--- config.mk ---
export PLATFORM = sky130hd
export DESIGN_NAME = alu_core
export DESIGN_NICKNAME = d
export VERILOG_FILES = /design/src/rtl/alu_pkg.sv /design/src/rtl/alu_addsub.sv /design/src/rtl/alu_logic.sv /design/src/rtl/alu_flags.sv /design/src/rtl/alu_core.sv
export SDC_FILE = /design/constraint.sdc
export NUM_CORES = 1
export LEC_CHECK = 0
export ABC_AREA = 1
export BUFFER_PORTS_ARGS = -buffer_cell sky130_fd_sc_hd__buf_2
export CAP_MARGIN = 10
export CORE_UTILIZATION = 45
export CTS_CLUSTER_SIZE = 12
export DETAILED_ROUTE_END_ITERATION = 8
export PLACE_DENSITY = 0.67
export SYNTH_ARGS = -nofsm -noshare
export SYNTH_HDL_FRONTEND = slang
export SYNTH_SLANG_ARGS = --single-unit
--- constraint.sdc ---
create_clock -name clk_i -period 7.22 [get_ports clk_i]
set_input_delay 1.444 -clock clk_i [delete_from_list [all_inputs] [get_ports clk_i]]
set_output_delay 1.444 -clock clk_i [all_outputs]
set_load 0.005 [all_outputs]
--- src/rtl/alu_pkg.sv ---
package alu_pkg;
  typedef enum logic [3:0] {
    OP_ADD   = 4'd0,
    OP_ADDC  = 4'd1,
    OP_SUB   = 4'd2,
    OP_SUBC  = 4'd3,
    OP_RSUB  = 4'd4,
    OP_RSUBC = 4'd5,
    OP_AND   = 4'd6,
    OP_OR    = 4'd7,
    OP_XOR   = 4'd8,
    OP_ANDN  = 4'd9,
    OP_MOVE  = 4'd10,
    OP_MOVEN = 4'd11,
    OP_CMPS  = 4'd12,
    OP_CMPA  = 4'd13,
    OP_TSTA  = 4'd14,
    OP_TSTX  = 4'd15
  } alu_op_e;

  localparam int unsigned FLAG_N = 3;
  localparam int unsigned FLAG_Z = 2;
  localparam int unsigned FLAG_C = 1;
  localparam int unsigned FLAG_V = 0;

  function automatic logic op_is_arith(alu_op_e op);
    return (op inside {OP_ADD, OP_ADDC, OP_SUB, OP_SUBC, OP_RSUB, OP_RSUBC,
                       OP_CMPS, OP_CMPA});
  endfunction

  function automatic logic op_flag_only(alu_op_e op);
    return (op inside {OP_CMPS, OP_CMPA, OP_TSTA, OP_TSTX});
  endfunction
endpackage

--- src/rtl/alu_addsub.sv ---
module alu_addsub
  import alu_pkg::*;
#(
  parameter int unsigned WIDTH = 32
) (
  input  alu_op_e          op_i,
  input  logic [WIDTH-1:0] a_i,
  input  logic [WIDTH-1:0] b_i,
  input  logic             carry_i,
  output logic [WIDTH-1:0] sum_o,
  output logic             carry_o,
  output logic             ovf_o
);
  localparam int unsigned MSB = WIDTH - 1;

  logic [WIDTH-1:0] x, y;
  logic             cin;
  logic [WIDTH:0]   full;

  // Subtraction folds into one adder: x + ~y + cin
  always_comb begin
    x   = a_i;
    y   = b_i;
    cin = 1'b0;
    unique case (op_i)
      OP_ADD, OP_CMPA: begin x = a_i; y = b_i;  cin = 1'b0;    end
      OP_ADDC:         begin x = a_i; y = b_i;  cin = carry_i; end
      OP_SUB, OP_CMPS: begin x = a_i; y = ~b_i; cin = 1'b1;    end
      OP_SUBC:         begin x = a_i; y = ~b_i; cin = carry_i; end
      OP_RSUB:         begin x = b_i; y = ~a_i; cin = 1'b1;    end
      OP_RSUBC:        begin x = b_i; y = ~a_i; cin = carry_i; end
      default:         begin x = a_i; y = b_i;  cin = 1'b0;    end
    endcase
  end

  assign full    = {1'b0, x} + {1'b0, y} + {{WIDTH{1'b0}}, cin};
  assign sum_o   = full[MSB:0];
  assign carry_o = full[WIDTH];
  assign ovf_o   = (x[MSB] == y[MSB]) && (full[MSB] != x[MSB]);
endmodule

--- src/rtl/alu_logic.sv ---
module alu_logic
  import alu_pkg::*;
#(
  parameter int unsigned WIDTH = 32
) (
  input  alu_op_e          op_i,
  input  logic [WIDTH-1:0] a_i,
  input  logic [WIDTH-1:0] b_i,
  output logic [WIDTH-1:0] res_o
);
  always_comb begin
    unique case (op_i)
      OP_AND, OP_TSTA: res_o = a_i & b_i;
      OP_OR:           res_o = a_i | b_i;
      OP_XOR, OP_TSTX: res_o = a_i ^ b_i;
      OP_ANDN:         res_o = a_i & ~b_i;
      OP_MOVE:         res_o = b_i;
      OP_MOVEN:        res_o = ~b_i;
      default:         res_o = '0;
    endcase
  end
endmodule

--- src/rtl/alu_flags.sv ---
module alu_flags #(
  parameter int unsigned NFLAGS = 4
) (
  input  logic              clk_i,
  input  logic              rst_ni,
  input  logic              upd_i,
  input  logic [NFLAGS-1:0] flags_i,
  output logic [NFLAGS-1:0] flags_o
);
  always_ff @(posedge clk_i or negedge rst_ni) begin
    if (!rst_ni)    flags_o <= '0;
    else if (upd_i) flags_o <= flags_i;
  end
endmodule

--- src/rtl/alu_core.sv ---
module alu_core
  import alu_pkg::*;
#(
  parameter int unsigned WIDTH = 32
) (
  input  logic             clk_i,
  input  logic             rst_ni,
  input  logic [3:0]       op_i,
  input  logic [WIDTH-1:0] a_i,
  input  logic [WIDTH-1:0] b_i,
  input  logic             carry_i,
  input  logic             set_flags_i,
  output logic [WIDTH-1:0] result_o,
  output logic [3:0]       flags_nxt_o,
  output logic             wr_en_o,
  output logic [3:0]       flags_o
);
  localparam int unsigned MSB = WIDTH - 1;

  alu_op_e          op;
  logic [WIDTH-1:0] arith_res, logic_res;
  logic             arith_c, arith_v;
  logic             is_arith, flag_only;

  assign op        = alu_op_e'(op_i);
  assign is_arith  = op_is_arith(op);
  assign flag_only = op_flag_only(op);

  alu_addsub #(.WIDTH(WIDTH)) i_addsub (
    .op_i    (op),
    .a_i     (a_i),
    .b_i     (b_i),
    .carry_i (carry_i),
    .sum_o   (arith_res),
    .carry_o (arith_c),
    .ovf_o   (arith_v)
  );

  alu_logic #(.WIDTH(WIDTH)) i_logic (
    .op_i  (op),
    .a_i   (a_i),
    .b_i   (b_i),
    .res_o (logic_res)
  );

  assign result_o = is_arith ? arith_res : logic_res;
  assign wr_en_o  = ~flag_only;

  // Logic forms pass the held C and V through
  always_comb begin
    flags_nxt_o[FLAG_N] = result_o[MSB];
    flags_nxt_o[FLAG_Z] = (result_o == '0);
    flags_nxt_o[FLAG_C] = is_arith ? arith_c : flags_o[FLAG_C];
    flags_nxt_o[FLAG_V] = is_arith ? arith_v : flags_o[FLAG_V];
  end

  alu_flags #(.NFLAGS(4)) i_flags (
    .clk_i   (clk_i),
    .rst_ni  (rst_ni),
    .upd_i   (set_flags_i | flag_only),
    .flags_i (flags_nxt_o),
    .flags_o (flags_o)
  );

  a_r8_hold_flags: assert property (@(posedge clk_i) disable iff (!rst_ni)
    (!set_flags_i && op_i[3:2] != 2'b11) |=> $stable(flags_o));

  a_r8_load_flags: assert property (@(posedge clk_i) disable iff (!rst_ni)
    (set_flags_i || op_i[3:2] == 2'b11) |=> (flags_o == $past(flags_nxt_o)));

  a_r7_no_write: assert property (@(posedge clk_i) disable iff (!rst_ni)
    (op_i[3:2] == 2'b11) |-> !wr_en_o);

  a_r6_keep_cv: assert property (@(posedge clk_i) disable iff (!rst_ni)
    (op_i >= 4'd6 && op_i <= 4'd11) |-> (flags_nxt_o[1:0] == flags_o[1:0]));

  a_r4_nz_match: assert property (@(posedge clk_i) disable iff (!rst_ni)
    wr_en_o |-> (flags_nxt_o[3] == result_o[MSB] &&
                 flags_nxt_o[2] == (result_o == '0)));
endmodule

==> results of run 1 <==
-- cells in the mapped netlist (3+ instances only) --
library cell,number,area (sq um)
a22oi_1,32,240
and2_1,7,43.8
ha_1,63,788
a21oi_1,48,240
buf_1,3,11.3
buf_2,9,45.0
and3_1,3,18.8
dfrtp_1,4,100
clkbuf_1,16,60.1
buf_4,4,30.0
o211ai_1,20,150
nand2_1,443,1660
nand4_1,14,87.6
buf_6,4,45.0
nand3_1,73,365
o21ai_0,116,581
nand3b_1,9,67.6
nor2_1,120,450
inv_1,227,852
-- worst paths after layout --
check                                    from                  to  slack [ns]
min reg2reg                i_flags.flags_o[3]  i_flags.flags_o[3]        0.47
max                                   op_i[1]      flags_nxt_o[2]        0.58
max in group asynchronous              rst_ni  i_flags.flags_o[1]        6.08
min in group asynchronous              rst_ni  i_flags.flags_o[0]        1.02
max reg2reg                i_flags.flags_o[0]  i_flags.flags_o[0]        6.40
min                        i_flags.flags_o[3]  i_flags.flags_o[3]        0.47
-- cells by family after synthesis --
group | count (synthesis)
AND/OR/NAND/NOR | 680
buffers and inverters | 266
AO/OA/AOI/OAI | 229
adder cells (fa/ha/maj) | 65
flip-flops | 4
-- worst register-to-register path, cell delays in order (launching register included) --
cell and delay (ns):
dfrtp_1 0.39, nand2_1 0.07, o21ai_0 0.12, nand2_1 0.08, nand2_1 0.05
-- report_power, final --
| group | internal (W) | switching (W) |
|---|---|---|
| Clock | 0.0000709 | 0.0000174 |
| Combinational | 0.000232 | 0.000453 |
| Sequential | 0.0000262 | 0.00000224 |
| Total | 0.000329 | 0.000472 |
-- per-stage QoR --
step                hold WS, ns  utilization (%)  setup WS [ns]  cells
floorplan                 0.472                -           1.36   1244
global placement          0.463             51.1          0.720   1502
detailed placement        0.466             51.1          0.650   1502
CTS                       0.475             51.7          0.638   1505
global route              0.498             51.7          0.237   1505
finish                    0.475             51.7          0.583   1505
-- per-layer routing --
layer / up-vias / global-route usage [%] / share of wire [%]
met5: - / 0 / 0
met4: 0 / 6.41 / 1.7
met3: 25 / 2.99 / 8.4
met2: 338 / 50.0 / 42
met1: 3605 / 48.1 / 48
li1: 4131 / - / -
-- cell type report --
class / count / area [sq um] / share of cell area [%]
Multi-Input combinational cell: 974 / 4950 / 72.6
Inverter: 230 / 865 / 12.7
Timing Repair Buffer: 118 / 606 / 8.88
Tap cell: 176 / 220 / 3.23
Sequential cell: 4 / 100 / 1.47
Clock buffer: 3 / 75.1 / 1.10
==> run_results.csv, run 1 <==
group,metric,value,unit
logic_synthesis,yosys_warnings,0,
floorplan,die_area,0.0140,sq mm
clocking,cts.path.max_buffers,2,
power,total_power,0.000801,W
detailed_routing,first_pass_iters,5,
setup_path,cp_slowest_cell,"fa_1",
min_path,hold_class,"flop to flop",
setup_path,critical-path-max-stage-delay,0.43,ns
logic_synthesis,ys_seq_elements,4,
setup_path,cp.buffers_inverters,5,
setup_path,critPathTopFamily,"simple AND/OR/NAND/NOR gates",
finish,reg.largest.list,"i_flags.flags_o (4)",
placement,place_area,0.00674,sq mm
placement,hpwlAfterDp,18.6,mm
clocking,insertion_delay,0.23,ns
finish,largest_register_ffs,4,
floorplan,start_util,46.1,%
finish,layout_common_cells,"nand2_1, inv_1, nor2_1",
floorplan,core_area,0.0132,sq mm
setup_path,cpMostUsedCell,"nand2_1",
setup_path,cp.depth,26,
clocking,ctsHtreeMaxLevel,1,
floorplan,rows,42,
global_route,antenna_found_initial,0,
logic_synthesis,syn_nets,1381,
detailed_routing,drcViolationCount,0,
floorplan,die_x,118,microns
setup_path,start_kind,"input pin",
logic_synthesis,synth_xor_area_share,0,%
min_path,holdPathStages,2,
detailed_routing,avgRoutedWirePerCell,15.1,microns
clocking,cts_setup_buffers,0,
global_route,gr-total-overflow,0,
clocking,hold_buffers,0,
timing,slew_headroom,21.6,%
timing,hold_viol,0,
clocking,root_buffer,"clkbuf_16",
logic_synthesis,synth_edf_count,0,
power,irDropWorstVdd,0.000162,V
timing,tns,0,ns
finish,largest-register,"i_flags.flags_o",
flow_run,max_cap_violations,0,
finish,finalNetCount,1468,
setup_path,cp_max_fo,32,
power,leakage,4.12,nW
logic_synthesis,syn_avg_cell_area,4.89,sq um
logic_synthesis,synth_compound_area_share,21.7,%
logic_synthesis,synth_seq_area_share,1.65,%
timing,finalCriticalPeriod,6.64,ns
logic_synthesis,synth.distinct_cells,38,
logic_synthesis,ys.flop_type,"dfrtp_1",
clocking,path_clk_slew,0.03,ns
logic_synthesis,synth_top_family_by_area,"simple AND/OR/NAND/NOR gates",
placement,numPortBuffers,112,
finish,final_common_cell,"nand2_1",
setup_path,endpoint_kind,"output pin",
timing,max_clock_freq,151,MHz
timing,grt_setup_unrepaired,"no",
logic_synthesis,synthArstFlopShare,100,%
detailed_routing,postRouteAntennaNets,0,
timing,post-route-period-util,91.9,%
floorplan,num_io_pins,113,
setup_path,rr_worst_depth,4,
detailed_routing,finalWirelength,22.7,mm
timing,maxSlewViolCount,0,
clocking,cts_tree,"done",
setup_path,path_class,"input pin to output pin",
setup_path,arrival,5.19,ns
clocking,cts_made_buffers,3,
logic_synthesis,synth.area.mux_share,0,%
finish,antennaDiodeCount,0,
global_route,grtUsageTotal,32.3,%
power,p_per_area,117,mW/mm^2
clocking,clkSinkCount,4,
finish,fillers,1501,
logic_synthesis,netlist_instances,1244,
detailed_routing,via_per_inst,5.38,
global_route,grt_first_pass_wirelength,36.6,mm
finish,drive_gt1_share,10.2,%
timing,setup_violations,0,
logic_synthesis,synth_fa_ha_area_share,13.6,%
detailed_routing,route.vias.total,8099,
setup_path,cp.required,5.78,ns
timing,worstMarginPinSlew,1.17,ns
logic_synthesis,yosys.area_share.simple,45.7,%
outcome,status,"complete, no violations",
finish,syn_to_final_growth,12.1,%
global_route,grt_pass1_vias,7286,
timing,skew,0,ns
logic_synthesis,syn_area,0.00608,sq mm
clocking,ctsResizeCount,0,
global_route,grt_max_degree,46,
floorplan,die_y,118,microns
detailed_routing,drtIter0Drc,707,
finish,design_area,0.00682,sq mm
placement,gp_congestion,1.02,
(Power assumes the default switching activity.)
==> run 2, diff against run 1 <==
ABC_AREA = 0   (was 1)
PLACE_DENSITY = 0.68   (was 0.67)
==> run 2 against run 1 <==
Effect of this change:
- power is 18% higher
- combinational power increased by 21%
- die area fell by 8.9%
- clock-buffer cell count is the same
- critical path depth fell by 5
- non-clock buffer count increased by 98
- final cell count decreased by 20%
- synthesized cell count shrank 26%
- via count down 6.9%
- sequential share of layout area shrank 0.050 points
- wire length is 0.73% lower
==> run_results.csv, run 2 <==
group,metric,value,unit
floorplan,rows,40,
power,combPwrFrac,87.6,%
clocking,insertion_delay,0.23,ns
finish,largest_register_ffs,4,
timing,max_clock_freq,141,MHz
detailed_routing,postRouteAntennaNets,0,
detailed_routing,avgRoutedWirePerCell,18.6,microns
logic_synthesis,synth_area_leaders,"ha_1, o21ai_0, nand2_1",
logic_synthesis,synth_edf_count,0,
detailed_routing,finalWirelength,22.5,mm
timing,setup_violations,0,
timing,tns,0,ns
logic_synthesis,ys_seq_elements,4,
setup_path,cp_max_fo,5,
timing,layout_setup_ws,0.131,ns
power,clkPwrFrac,9.2,%
finish,reg.largest.list,"i_flags.flags_o (4)",
floorplan,die_y,113,microns
finish,drive_gt1_share,24.4,%
power,seqPwrFrac,3.2,%
setup_path,start_kind,"input pin",
finish,largest-register,"i_flags.flags_o",
logic_synthesis,synth_top_cells_by_count,"nand2_1, o21ai_0, a21oi_1",
timing,finalCriticalPeriod,7.09,ns
floorplan,start_util,46.0,%
timing,hold_viol,0,
power,irDropWorstVdd,0.0000588,V
timing,grt_setup_unrepaired,"yes",
power,leakage,3.29,nW
logic_synthesis,synth_most_common_cell,"nand2_1",
logic_synthesis,netlist_instances,917,
floorplan,core_area,0.0120,sq mm
timing,post-route-period-util,98.2,%
logic_synthesis,syn_avg_cell_area,6.03,sq um
finish,antennaDiodeCount,0,
clocking,hold_buffers,0,
floorplan,die_area,0.0127,sq mm
global_route,grt_max_degree,51,
outcome,status,"complete, no violations",
logic_synthesis,syn_area,0.00553,sq mm
timing,whs,0.486,ns
logic_synthesis,ys.flop_type,"dfrtp_1",
logic_synthesis,synth_top_area_share,14.3,%
logic_synthesis,synth.distinct_cells,68,
power,p_per_area,134,mW/mm^2
placement,hpwlAfterDp,17.4,mm
floorplan,die_x,113,microns
global_route,antenna_found_initial,0,
finish,syn_to_final_growth,27.6,%
floorplan,num_io_pins,113,
timing,worstMarginPinSlew,0.895,ns
setup_path,path_class,"input pin to output pin",
global_route,grtUsageTotal,34.2,%
placement,gp_congestion,1.05,
clocking,cts_tree,"done",
setup_path,rr_worst_depth,2,
clocking,clkSinkCount,4,
finish,finalNetCount,1202,
setup_path,cp.required,5.78,ns
timing,slew_headroom,40.4,%
setup_path,arrival,5.64,ns
power,switchingPower,0.000482,W
logic_synthesis,syn_nets,1054,
timing,maxSlewViolCount,0,
detailed_routing,route.vias.total,7542,
min_path,holdPathStages,2,
min_path,hold_class,"flop to flop",
logic_synthesis,synth_seq_area_share,1.81,%
detailed_routing,via_per_inst,6.23,
clocking,cts_made_buffers,3,
flow_run,max_cap_violations,0,
clocking,ctsHtreeMaxLevel,1,
global_route,gr-total-overflow,0,
detailed_routing,drtIter0Drc,737,
power,switching_share,51.1,%
timing,skew,0,ns
placement,place_ws,-0.0411,ns
logic_synthesis,synth_top_cell_by_area,"ha_1",
clocking,path_clk_slew,0.03,ns
clocking,cts.path.max_buffers,2,
power,p_int,0.000461,W
detailed_routing,drcViolationCount,0,
logic_synthesis,yosys_warnings,0,
global_route,grt_first_pass_wirelength,35.1,mm
clocking,root_buffer,"clkbuf_16",
finish,layout_common_cells,"nand2_1, o21ai_0, buf_2",
finish,final_common_cell,"nand2_1",
global_route,grt_pass1_vias,6802,
logic_synthesis,synthArstFlopShare,100,%
placement,numPortBuffers,112,
setup_path,endpoint_kind,"output pin",
detailed_routing,first_pass_iters,5,
run 2: cell count changes after synthesis, sizes merged, moves of 30 or more:
cell    previous run  this run
nand2            446       125
inv              229        79
nor2             122        47
nand3             73        18
clkbuf            16        64
a21oi             48        85
a22oi             32         2
run 2: layout make-up:
cell class	count	area (sq um)
multi-input combinational	761	5010
fill	1210	4950
timing repair buffer	216	1390
inverter	79	297
tap	147	184
sequential	4	100
clock buffer	3	75.1
run 2: final timing paths:
kind,end,start,slack [ns]
max,flags_nxt_o[2],op_i[1],0.13
min,i_flags.flags_o[2],i_flags.flags_o[2],0.49
max reg2reg,i_flags.flags_o[0],i_flags.flags_o[0],6.23
min reg2reg,i_flags.flags_o[2],i_flags.flags_o[2],0.49
max in group asynchronous,i_flags.flags_o[2],rst_ni,6.09
min in group asynchronous,i_flags.flags_o[0],rst_ni,1.01
run 2: repair_timing:
| action | in CTS | in global routing |
|---|---|---|
| pin swaps | 1 | 8 |
| endpoints found under the setup margin | 1 | 1 |
| resized for setup | 2 | 21 |
| setup buffers | 0 | 1 |
run 2: critical path: stages:
cell,delay [ns]
buf_2,0.14
nand2b_1,0.19
nand2b_4,0.18
nand2b_4,0.12
a21oi_2,0.07
a21oi_2,0.12
fa_2,0.22
inv_2,0.04
fa_2,0.35
a21o_1,0.21
buf_4,0.15
a221o_1,0.34
buf_4,0.16
a21oi_1,0.16
xor2_1,0.20
a21oi_1,0.17
nor4_1,0.42
nand3_2,0.15
or4_4,0.54
nor4_4,0.13
buf_2,0.15
run 2: logic make-up (layout without fill, tap and decap cells):
| family | after synthesis | count (layout) | synth area share (%) |
|---|---|---|---|
| xor gates and xnor gates | 41 | 41 | 6.49 |
| DFF | 4 | 4 | 1.81 |
| muxes | 4 | 4 | 0.769 |
| adders and majority gates | 65 | 65 | 15.0 |
| and+or+nand+nor | 275 | 275 | 23.1 |
| buffers and inverters | 152 | 298 | 10.5 |
| AOI/OAI and AO/OA | 376 | 376 | 42.4 |
run 2: layer usage:
metal  vias to the layer above  routed length (microns)  track usage (%)
li1                       3638                        -                -
met1                      3433                     9660             44.4
met2                       408                    10300             59.0
met3                        63                     1740             2.95
met4                         0                      824             12.9
met5                         -                        0                0
run 2: power groups by stage:
stage                      clock, W  combinational (W)  sequential (W)
after floorplan                   0           0.000462       0.0000304
after global placement            0           0.000790       0.0000298
after detailed placement          0           0.000791       0.0000302
after CTS                 0.0000880           0.000798       0.0000299
after global routing      0.0000891           0.000897       0.0000305
final                     0.0000869           0.000827       0.0000299
run 2: through the flow:
stage	std cells	total power [W]	utilization (%)	area (sq um)
6_report	1210	0.000943	58.8	7060
2_1_floorplan	917	0.000492	-	5660
3_5_place_dp	1206	0.000821	57.3	6880
4_1_cts	1209	0.000916	58.0	6970
3_3_place_gp	1206	0.000820	57.3	6880
5_1_grt	1210	0.00102	58.8	7060
